[src/rtl/lanecfg_pkg.sv]
package lanecfg_pkg;
   localparam int LANES = 4;
   localparam int LVL_W = 2;
   localparam int PE_W  = 3;
   localparam int DW    = 8;

   localparam logic [LVL_W-1:0] LVL_DEF = 2'b10;
   localparam logic [PE_W-1:0]  PE_TOP  = 3'd6;

   typedef enum logic [3:0] {
      OFF_SWAP = 4'd0,
      OFF_PORT = 4'd1,
      OFF_LVL  = 4'd2,
      OFF_PEL  = 4'd3,
      OFF_PEH  = 4'd4
   } cfg_off_e;

   function automatic logic [PE_W-1:0] pe_clamp(input logic [PE_W-1:0] c);
      return (c > PE_TOP) ? PE_TOP : c;
   endfunction
endpackage

[src/rtl/lanecfg_port.sv]
module lanecfg_port
   import lanecfg_pkg::*;
(
   input  logic                   clk,
   input  logic                   rst_n,
   input  logic                   wr_en,
   input  logic [3:0]             off,
   input  logic [DW-1:0]          wdata,
   output logic [DW-1:0]          rdata,
   output logic [LANES*LVL_W-1:0] lvl_q,
   output logic [LANES*PE_W-1:0]  pe_q,
   output logic [LANES-1:0]       swap_q
);
   logic [LVL_W+PE_W-1:0] port_q;
   logic [PE_W-1:0]       bc_pe;

   assign bc_pe = pe_clamp(wdata[4:2]);

   always_ff @(posedge clk or negedge rst_n) begin
      if (!rst_n) begin
         lvl_q  <= {LANES{LVL_DEF}};
         pe_q   <= '0;
         swap_q <= '0;
         port_q <= {3'd0, LVL_DEF};
      end else if (wr_en) begin
         case (off)
            OFF_SWAP: swap_q <= wdata[LANES-1:0];
            OFF_PORT: begin
               port_q <= {bc_pe, wdata[1:0]};
               for (int l = 0; l < LANES; l++) begin
                  lvl_q[l*LVL_W +: LVL_W] <= wdata[1:0];
                  pe_q[l*PE_W +: PE_W]    <= bc_pe;
               end
            end
            OFF_LVL: lvl_q <= wdata;
            OFF_PEL: begin
               pe_q[2:0] <= pe_clamp(wdata[2:0]);
               pe_q[5:3] <= pe_clamp(wdata[6:4]);
            end
            OFF_PEH: begin
               pe_q[8:6]  <= pe_clamp(wdata[2:0]);
               pe_q[11:9] <= pe_clamp(wdata[6:4]);
            end
            default: ;
         endcase
      end
   end

   always_comb begin
      case (off)
         OFF_SWAP: rdata = {4'd0, swap_q};
         OFF_PORT: rdata = {3'd0, port_q};
         OFF_LVL:  rdata = lvl_q;
         OFF_PEL:  rdata = {1'b0, pe_q[5:3], 1'b0, pe_q[2:0]};
         OFF_PEH:  rdata = {1'b0, pe_q[11:9], 1'b0, pe_q[8:6]};
         default:  rdata = '0;
      endcase
   end


   port_bcast_chk: assert property (@(posedge clk) disable iff (!rst_n)
      (wr_en && off == OFF_PORT) |=> (lvl_q == {LANES{$past(wdata[1:0])}}));


   pe_clamp_chk: assert property (@(posedge clk) disable iff (!rst_n)
      (pe_q[2:0] != 3'd7) && (pe_q[5:3] != 3'd7) &&
      (pe_q[8:6] != 3'd7) && (pe_q[11:9] != 3'd7));


   swap_hold_chk: assert property (@(posedge clk) disable iff (!rst_n)
      !(wr_en && off == OFF_SWAP) |=> $stable(swap_q));
endmodule

[src/rtl/lanecfg_outsel.sv]
module lanecfg_outsel
   import lanecfg_pkg::*;
#(
   parameter int NL     = 12,
   parameter int PIN_PE = 3
) (
   input  logic               clk,
   input  logic               rst_n,
   input  logic               pin_mode,
   input  logic               pe_pin,
   input  logic [NL*LVL_W-1:0] reg_lvl,
   input  logic [NL*PE_W-1:0]  reg_pe,
   output logic [NL*LVL_W-1:0] lvl_out,
   output logic [NL*PE_W-1:0]  pe_out
);
   localparam logic [PE_W-1:0] PIN_CODE = PE_W'(PIN_PE);
   logic [PE_W-1:0] pin_pe_code;

   assign pin_pe_code = pe_pin ? PIN_CODE : '0;

   for (genvar g = 0; g < NL; g++) begin : g_lane
      assign lvl_out[g*LVL_W +: LVL_W] = pin_mode ? LVL_DEF : reg_lvl[g*LVL_W +: LVL_W];
      assign pe_out[g*PE_W +: PE_W]    = pin_mode ? pin_pe_code : reg_pe[g*PE_W +: PE_W];
   end


   pin_level_chk: assert property (@(posedge clk) disable iff (!rst_n)
      pin_mode |-> (lvl_out == {NL{LVL_DEF}}));


   reg_pass_chk: assert property (@(posedge clk) disable iff (!rst_n)
      !pin_mode |-> (pe_out == reg_pe && lvl_out == reg_lvl));
endmodule

[src/rtl/lanecfg_swapdp.sv]
module lanecfg_swapdp #(
   parameter int NL        = 12,
   parameter bit REGISTERED = 1'b1
) (
   input  logic          clk,
   input  logic          rst_n,
   input  logic [NL-1:0] din,
   input  logic [NL-1:0] swap,
   output logic [NL-1:0] dout
);
   if (REGISTERED) begin : g_reg
      always_ff @(posedge clk or negedge rst_n) begin
         if (!rst_n) dout <= '0;
         else        dout <= din ^ swap;
      end

      swap_dp_chk: assert property (@(posedge clk) disable iff (!rst_n)
         1'b1 |=> (dout == ($past(din) ^ $past(swap))));
   end else begin : g_comb
      assign dout = din ^ swap;
   end
endmodule

[src/rtl/txrx_lane_cfg.sv]
module txrx_lane_cfg
   import lanecfg_pkg::*;
#(
   parameter int NPORTS     = 3,
   parameter int ADDR_W     = 8,
   parameter int PIN_PE     = 3,
   parameter bit DP_REG     = 1'b1
) (
   input  logic                          clk,
   input  logic                          rst_n,
   input  logic                          cfg_we,
   input  logic [ADDR_W-1:0]             cfg_addr,
   input  logic [DW-1:0]                 cfg_wdata,
   output logic [DW-1:0]                 cfg_rdata,
   input  logic                          pin_mode,
   input  logic                          pe_pin,
   input  logic [NPORTS*LANES-1:0]       lane_din,
   output logic [NPORTS*LANES-1:0]       lane_dout,
   output logic [NPORTS*LANES*LVL_W-1:0] lvl_out,
   output logic [NPORTS*LANES*PE_W-1:0]  pe_out,
   output logic [NPORTS*LANES-1:0]       swap_out
);
   localparam int NL = NPORTS * LANES;

   if (NPORTS < 1 || NPORTS > 4) begin : g_bad_ports
      $error("NPORTS must be 1 to 4");
   end
   if (ADDR_W < 7) begin : g_bad_addr
      $error("ADDR_W must be at least 7");
   end
   if (PIN_PE < 0 || PIN_PE > 6) begin : g_bad_pe
      $error("PIN_PE must be a legal pre-emphasis code");
   end

   logic [1:0]             port_sel;
   logic [3:0]             off;
   logic                   addr_ok;
   logic [DW-1:0]          prd [NPORTS];
   logic [NL*LVL_W-1:0]    reg_lvl;
   logic [NL*PE_W-1:0]     reg_pe;

   assign port_sel = cfg_addr[5:4];
   assign off      = cfg_addr[3:0];
   assign addr_ok  = (cfg_addr[ADDR_W-1:6] == '0) && (int'(port_sel) < NPORTS);

   for (genvar p = 0; p < NPORTS; p++) begin : g_port
      logic wr_p;
      assign wr_p = cfg_we && addr_ok && (int'(port_sel) == p);
      lanecfg_port u_port (
         .clk    (clk),
         .rst_n  (rst_n),
         .wr_en  (wr_p),
         .off    (off),
         .wdata  (cfg_wdata),
         .rdata  (prd[p]),
         .lvl_q  (reg_lvl[p*LANES*LVL_W +: LANES*LVL_W]),
         .pe_q   (reg_pe[p*LANES*PE_W +: LANES*PE_W]),
         .swap_q (swap_out[p*LANES +: LANES])
      );
   end

   always_comb begin
      cfg_rdata = '0;
      for (int p = 0; p < NPORTS; p++) begin
         if (addr_ok && int'(port_sel) == p) cfg_rdata = prd[p];
      end
   end

   lanecfg_outsel #(.NL(NL), .PIN_PE(PIN_PE)) u_outsel (
      .clk      (clk),
      .rst_n    (rst_n),
      .pin_mode (pin_mode),
      .pe_pin   (pe_pin),
      .reg_lvl  (reg_lvl),
      .reg_pe   (reg_pe),
      .lvl_out  (lvl_out),
      .pe_out   (pe_out)
   );

   lanecfg_swapdp #(.NL(NL), .REGISTERED(DP_REG)) u_swapdp (
      .clk   (clk),
      .rst_n (rst_n),
      .din   (lane_din),
      .swap  (swap_out),
      .dout  (lane_dout)
   );


   bad_addr_read_chk: assert property (@(posedge clk) disable iff (!rst_n)
      !addr_ok |-> (cfg_rdata == '0));


   swap_pin_chk: assert property (@(posedge clk) disable iff (!rst_n)
      (pin_mode && !cfg_we) |=> $stable(swap_out));
endmodule

[config.mk]
export PLATFORM = sky130hd
export DESIGN_NAME = txrx_lane_cfg
export DESIGN_NICKNAME = d
export VERILOG_FILES = /design/src/rtl/lanecfg_pkg.sv /design/src/rtl/lanecfg_port.sv /design/src/rtl/lanecfg_outsel.sv /design/src/rtl/lanecfg_swapdp.sv /design/src/rtl/txrx_lane_cfg.sv
export SDC_FILE = /design/constraint.sdc
export NUM_CORES = 1
export LEC_CHECK = 0
export BUFFER_PORTS_ARGS = -buffer_cell sky130_fd_sc_hd__buf_2
export CAP_MARGIN = 10
export CORE_MARGIN = 2
export CORE_UTILIZATION = 50
export DETAILED_ROUTE_END_ITERATION = 8
export PLACE_DENSITY_LB_ADDON = 0.08
export SYNTH_ARGS = -nofsm -noshare
export SYNTH_HDL_FRONTEND = slang
export SYNTH_HIERARCHICAL = 1
export SYNTH_SLANG_ARGS = --single-unit
[constraint.sdc]
create_clock -name clk -period 1.2 [get_ports clk]
set_input_delay 0.12 -clock clk [delete_from_list [all_inputs] [get_ports clk]]
set_output_delay 0.12 -clock clk [all_outputs]
set_load 0.01 [all_outputs]
==> flow_summary.ini, run 1 <==
[run_status]
violations = negative setup slack
outcome = complete, but fails checks

[sta]
hold_viol = 0
finalClockSkew_ns = 0.00160
slew_headroom = 0.522
fin_crit_ns = 2.14
clock.fmax_mhz = 468
setup_violations = 139
tightest_slew_ns = 0.711
slew_violations = 0
finalCritPeriodShare = 1.78
setup_ws_ns = -0.935
grt_setup_unrepaired = true

[placed_design]
dp.cells = 926
io_buffers = 124
hpwl_um = 14100
gp_congestion = 1.02

[logic_synthesis]
ys_types = 42
postSynthAreaPerCell_um2 = 12.1
ys_warn_count = 6
ys_seq_elements = 99
syn_area_um2 = 6200
seq_area_frac_synth = 0.403
syn-num-nets = 546
synth_area_leaders = dfrtp_1 (34%), mux2_1 (8.7%), mux2_2 (8.2%)
syn_inst = 513
synth_top_area_share = 0.339
yosysTopAreaCell = dfrtp_1

[floorplan]
initial_core_util = 0.514
die-height_um = 115
die_x_um = 115
num_rows = 40
core_area_um2 = 12100
die-area_um2 = 13300
top_level_ports = 125

[power_and_ir_drop]
power-per-cell-area_nw_per_um2 = 981
peakVddDrop_mv = 0.688
leakage_uw = 0.00480

[global_route]
grt_max_degree = 41
first_global_vias = 5802
antenna_found_initial = 1
grt_pass1_wl_um = 32200
grt-ovfl-total = 0
grt_usage = 0.322

[worst_setup_path]
arrival_ns = 2.02
crit_start = g_port[0].u_port/port_q[1]
r2r-start = g_port[1].u_port/swap_q[3]
r2r-end = g_port[1].u_port/swap_q[3]
cp-end-kind = primary output
endpoint = cfg_rdata[1]
path_max_fanout = 2
worst-r2r-cell-count = 3
setup.worst_path.class = register to primary output
r2r_slack_ns = 0.12
required_ns = 1.08
critPathLaunchType = register

[detailed_routing]
via_per_inst = 5.72
wl_per_cell_um = 22.1
final_antenna_net_count = 0
wl_um = 22000
first_pass_iters = 5
drc_errors = 0
drt-initial-drc-count = 422
vias = 5692

[clocking]
path_clk_slew_ns = 0.07
cts_buffer_depth = 2
htree_levels = 3
cts_tree = built
cts.sinks = 99
root_buffer = clkbuf_16
cts_buffers = 9
insertion_delay_ns = 0.35

[flow_run]
drv_cap = 0

[worst_hold_path]
min-delay-path-class = primary input to async pin

[layout]
final_nets = 855
n_antenna_cell = 0
drive_above_1_share = 0.651
final_cell_count_no_fill = 995
syn_to_final_growth_pct = 61.9
final_core_util = 0.832
stage by stage:
| stage | hold slack (ns) | power [uW] | worst slack (ns) | instance area, um2 | setup TNS (ns) |
|---|---|---|---|---|---|
| finish | 0.206 | 9840 | -0.935 | 10000 | -25.68 |
| global route | 0.210 | 10200 | -0.980 | 10000 | -31.42 |
| CTS | 0.194 | 9580 | -0.881 | 9570 | -22.96 |
| detailed placement | 0.0299 | 6180 | -0.713 | 8330 | -53.61 |
| global placement | 0.0261 | 6120 | -0.705 | 8330 | -51.30 |
| floorplan | -0.176 | 5020 | -0.642 | 6480 | -30.67 |
registers in the layout, summed over array words and instances, names as in the netlist:
register	flops
g_port.u_port/pe_q	36
g_port.u_port/lvl_q	24
g_port.u_port/port_q	15
g_port.u_port/swap_q	12
u_swapdp/dout	12
per-layer routing:
layer  vias up  GRT usage  share of wire
li1       2519          -              -
met1      2831      0.420           0.40
met2       272      0.533           0.50
met3        68     0.0496          0.061
met4         2      0.135          0.040
met5         -     0.0296        0.00059
layout make-up:
cell class,count,area [um2]
Inverter,3,11.3
Fill cell,668,2030
Multi-Input combinational cell,380,4080
Timing Repair Buffer,329,2940
Sequential cell,99,2500
Clock buffer,11,243
Clock inverter,5,52.6
Tap cell,168,210
worst min-delay path by stage:
stage,to,cells past startpoint
4_1_cts,g_port[2].u_port/port_q[0],2
3_5_place_dp,u_swapdp/dout[8],1
6_report,g_port[2].u_port/swap_q[1],2
2_1_floorplan,g_port[0].u_port/lvl_q[0],0
5_1_grt,g_port[1].u_port/lvl_q[7],3
3_3_place_gp,u_swapdp/dout[9],1
kinds of logic (layout without fill, tap and decap cells):
kind of cell | Yosys count | in the layout | share of synthesized area
buf+inv | 35 | 348 | 0.0396
mux | 143 | 143 | 0.281
compound gates | 89 | 89 | 0.111
simple gates | 135 | 136 | 0.149
xor+xnor | 12 | 12 | 0.0170
flops | 99 | 99 | 0.403
synth_stat cells (all sizes together):
library cell and number:
a21boi 9, a21o 3, a21oi 18, a22o 9, a22oi 21, a2bb2oi 3
a31oi 6, and2 4, and3 1, and4b 3, and4bb 3, buf 29
clkbuf 3, dfrtp 84, dfstp 15, inv 3, mux2 117, mux2i 20
mux4 6, nand2 24, nand3b 9, nand4b 3, nor2 27, nor2b 30
nor3 1, nor3b 4, nor4b 7, nor4bb 3, o21a 3, o221a 6
o22ai 3, o2bb2ai 8, or2 12, or3 4, xor2 12
where the power goes:
| group | leakage [uW] | switching, uW | internal, uW |
|---|---|---|---|
| Sequential | 0.00127 | 260 | 3660 |
| Clock | 0.000145 | 1310 | 1670 |
| Combinational | 0.00339 | 1210 | 1730 |
worst max-delay path: stages, from the launching register on:
cell	delay (ns)
dfstp_2	0.54
mux2i_1	0.08
or3_1	0.32
a31oi_1	0.21
mux2i_1	0.17
o2bb2ai_1	0.19
buf_2	0.16
layout by cell type, fill, tap and decap left out, drive strengths merged:
cell	Yosys	final
nand4b	3	3
or2	12	12
and2	4	4
mux2	117	117
o21a	3	3
clkinv	0	3
a22o	9	9
clkinvlp	0	1
o221a	6	6
nor3b	4	4
xor2	12	12
nand2	24	24
dfrtp	84	84
mux4	6	6
nor2	27	27
nor2b	30	30
o22ai	3	3
nor3	1	1
or3	4	4
bufinv	0	1
dlygate4sd3	0	13
inv	3	3
a21boi	9	9
and4b	3	3
a2bb2oi	3	3
buf	29	316
nor4bb	3	3
a21o	3	3
nand3b	9	9
a31oi	6	6
clkbuf	3	11
o2bb2ai	8	8
dfstp	15	15
nor4b	7	7
and3	1	1
a21oi	18	18
a22oi	21	21
mux2i	20	20
and4bb	3	4
repair_timing:
action                                  4_1_cts  5_1_grt
buffers inserted                             31       38
gates cloned                                  1        1
resized for setup                           141       68
hold endpoints to repair                     99        0
hold buffers                                 13        0
endpoints found under the setup margin      149      148
pin swaps                                    14       11
No activity file was read; power rests on OpenSTA's default activity.
==> run 2: changes to the inputs <==
Settings changed: CAP_MARGIN 10 to not set.
Clock period 1.2 ns to 2.2 ns, I/O delays scaled along.
==> run 2 against run 1 <==
The flow still finishes with violations (negative setup slack); clock skew increased by 0.0020 ns; combinational power decreased by 70%; cell area decreased by 25%; first-iteration DRC count is 41% lower; worst setup slack gained 0.92 ns; worst hold slack worse by 0.16 ns; register-to-register slack gained 1.2 ns; wire length down 23%; total power decreased by 51%; critical endpoint unchanged; largest cell class unchanged; largest power group unchanged.
==> flow_summary.ini, run 2 (same netlist as run 1, synthesis figures left out) <==
[run_status]
outcome = complete, but fails checks
violations = negative setup slack

[clocking]
root_buffer = clkbuf_16
htree_levels = 3
path_clk_slew_ns = 0.07
cts_tree = built
cts_buffers = 9
cts.sinks = 99
insertion_delay_ns = 0.35
cts_buffer_depth = 2

[power_and_ir_drop]
peakVddDrop_mv = 0.348
p_seq_frac = 0.442
power-per-cell-area_nw_per_um2 = 644
intPower_uw = 3580
share_comb_of_total_power = 0.184
leakage_uw = 0.00366
power.switching_uw = 1270
p_sw_frac = 0.263
p_clk_frac = 0.374

[worst_setup_path]
crit_slowest_cell = dfstp_2
cpPeakStageDelay_ns = 0.53
crit_top_cell = mux2i_1
setup.worst_path.class = register to primary output
path_max_fanout = 2
arrival_ns = 1.99
cp-end-kind = primary output
worst-path-buf-inv = 1
crit_family = flip-flops
critPathLaunchType = register
worstPathCellList = mux2i_1, or3_1, a31oi_1, mux2i_1, o2bb2ai_1, buf_2
required_ns = 1.98

[floorplan]
die-height_um = 115
num_rows = 40
initial_core_util = 0.514
top_level_ports = 125
core_area_um2 = 12100
die_x_um = 115
die-area_um2 = 13300

[global_route]
antenna_found_initial = 0
grt-ovfl-total = 0
grt_usage = 0.268
grt_max_degree = 61
first_global_vias = 4789
grt_pass1_wl_um = 26900

[layout]
final_common_cell = buf_2
drive_above_1_share = 0.457
syn_to_final_growth_pct = 21.7
regMostFlops = g_port.u_port/pe_q
final_nets = 692
top_regs = g_port.u_port/pe_q x36, g_port.u_port/lvl_q x24, g_port.u_port/port_q x15
largest_reg_flops = 36
layout_common_cells = buf_2 (122), dfrtp_1 (80), mux2_1 (48)
n_antenna_cell = 0

[detailed_routing]
drt-initial-drc-count = 249
final_antenna_net_count = 0
drc_errors = 0
vias = 4774
wl_per_cell_um = 20.5
first_pass_iters = 4
wl_um = 17100
via_per_inst = 5.74

[sta]
setup_ws_ns = -0.0127
grt_setup_unrepaired = true
hold_viol = 0
fin_crit_ns = 2.21
holdWs_ns = 0.0417
setup_violations = 1
clock.fmax_mhz = 452
slew_headroom = 0.575
tightest_slew_ns = 0.638
slew_violations = 0
fin_setup_tns_ns = -0.0127
finalClockSkew_ns = 0.00364
finalCritPeriodShare = 1.01

[flow_run]
drv_cap = 0

[placed_design]
dpl_worst_slack_ns = -0.0167
gp_congestion = 0.909
hpwl_um = 12000
io_buffers = 124

[worst_hold_path]
min-delay-path-class = primary input to register
## run 2: repair_timing
action                                 4_1_cts  5_1_grt
setup buffers                                0        5
setup endpoints to repair                    4        5
pin swaps                                    0        3
resized for setup                            4        5
endpoints found under the hold margin       11        0
hold buffers                                 1        0
## run 2: final cells by class
class | count | area [um2]
clock inverter | 4 | 98.8
fill | 1005 | 4520
sequential | 99 | 2500
tap | 168 | 210
multi-input combinational | 379 | 3480
inverter | 3 | 11.3
clock buffer | 11 | 243
timing repair buffer | 167 | 1000
## run 2: worst paths after layout
path                                       startpoint                          to  slack [ns]  cells after the start
hold / removal                            lane_din[0]            u_swapdp/dout[0]        0.04                      2
hold reg to reg            g_port[2].u_port/port_q[3]  g_port[2].u_port/port_q[3]        0.52                      1
min in group asynchronous                       rst_n  g_port[2].u_port/swap_q[1]        0.25                      2
setup / recovery           g_port[0].u_port/port_q[1]                cfg_rdata[1]       -0.01                      6
setup reg to reg           g_port[1].u_port/swap_q[2]  g_port[1].u_port/swap_q[2]        1.27                      2
max in group asynchronous                       rst_n  g_port[1].u_port/swap_q[2]        1.22                      3
## run 2: stage by stage
step           instance area [um2]  power [uW]  std cells  utilization
3_3_place_gp                  7130        3030        810        0.591
2_1_floorplan                 6200        2660        513            -
6_report                      7540        4850        831        0.625
3_5_place_dp                  7130        3060        810        0.591
4_1_cts                       7490        4870        826        0.621
5_1_grt                       7540        5070        831        0.625
## run 2: power groups by stage
stage | Combinational [uW] | Clock [uW] | Sequential [uW]
after floorplan | 541 | 0 | 2120
after global placement | 861 | 0 | 2170
after detailed placement | 880 | 0 | 2180
after CTS | 890 | 1840 | 2140
after global routing | 973 | 1930 | 2160
final | 894 | 1810 | 2150
## run 2: metal layers
metal	global-route usage	up-vias	routed length [um]
met5	0	-	0
met2	0.419	171	8010
li1	-	2193	-
met3	0.0464	32	864
met1	0.377	2378	7790
met4	0.0900	0	404
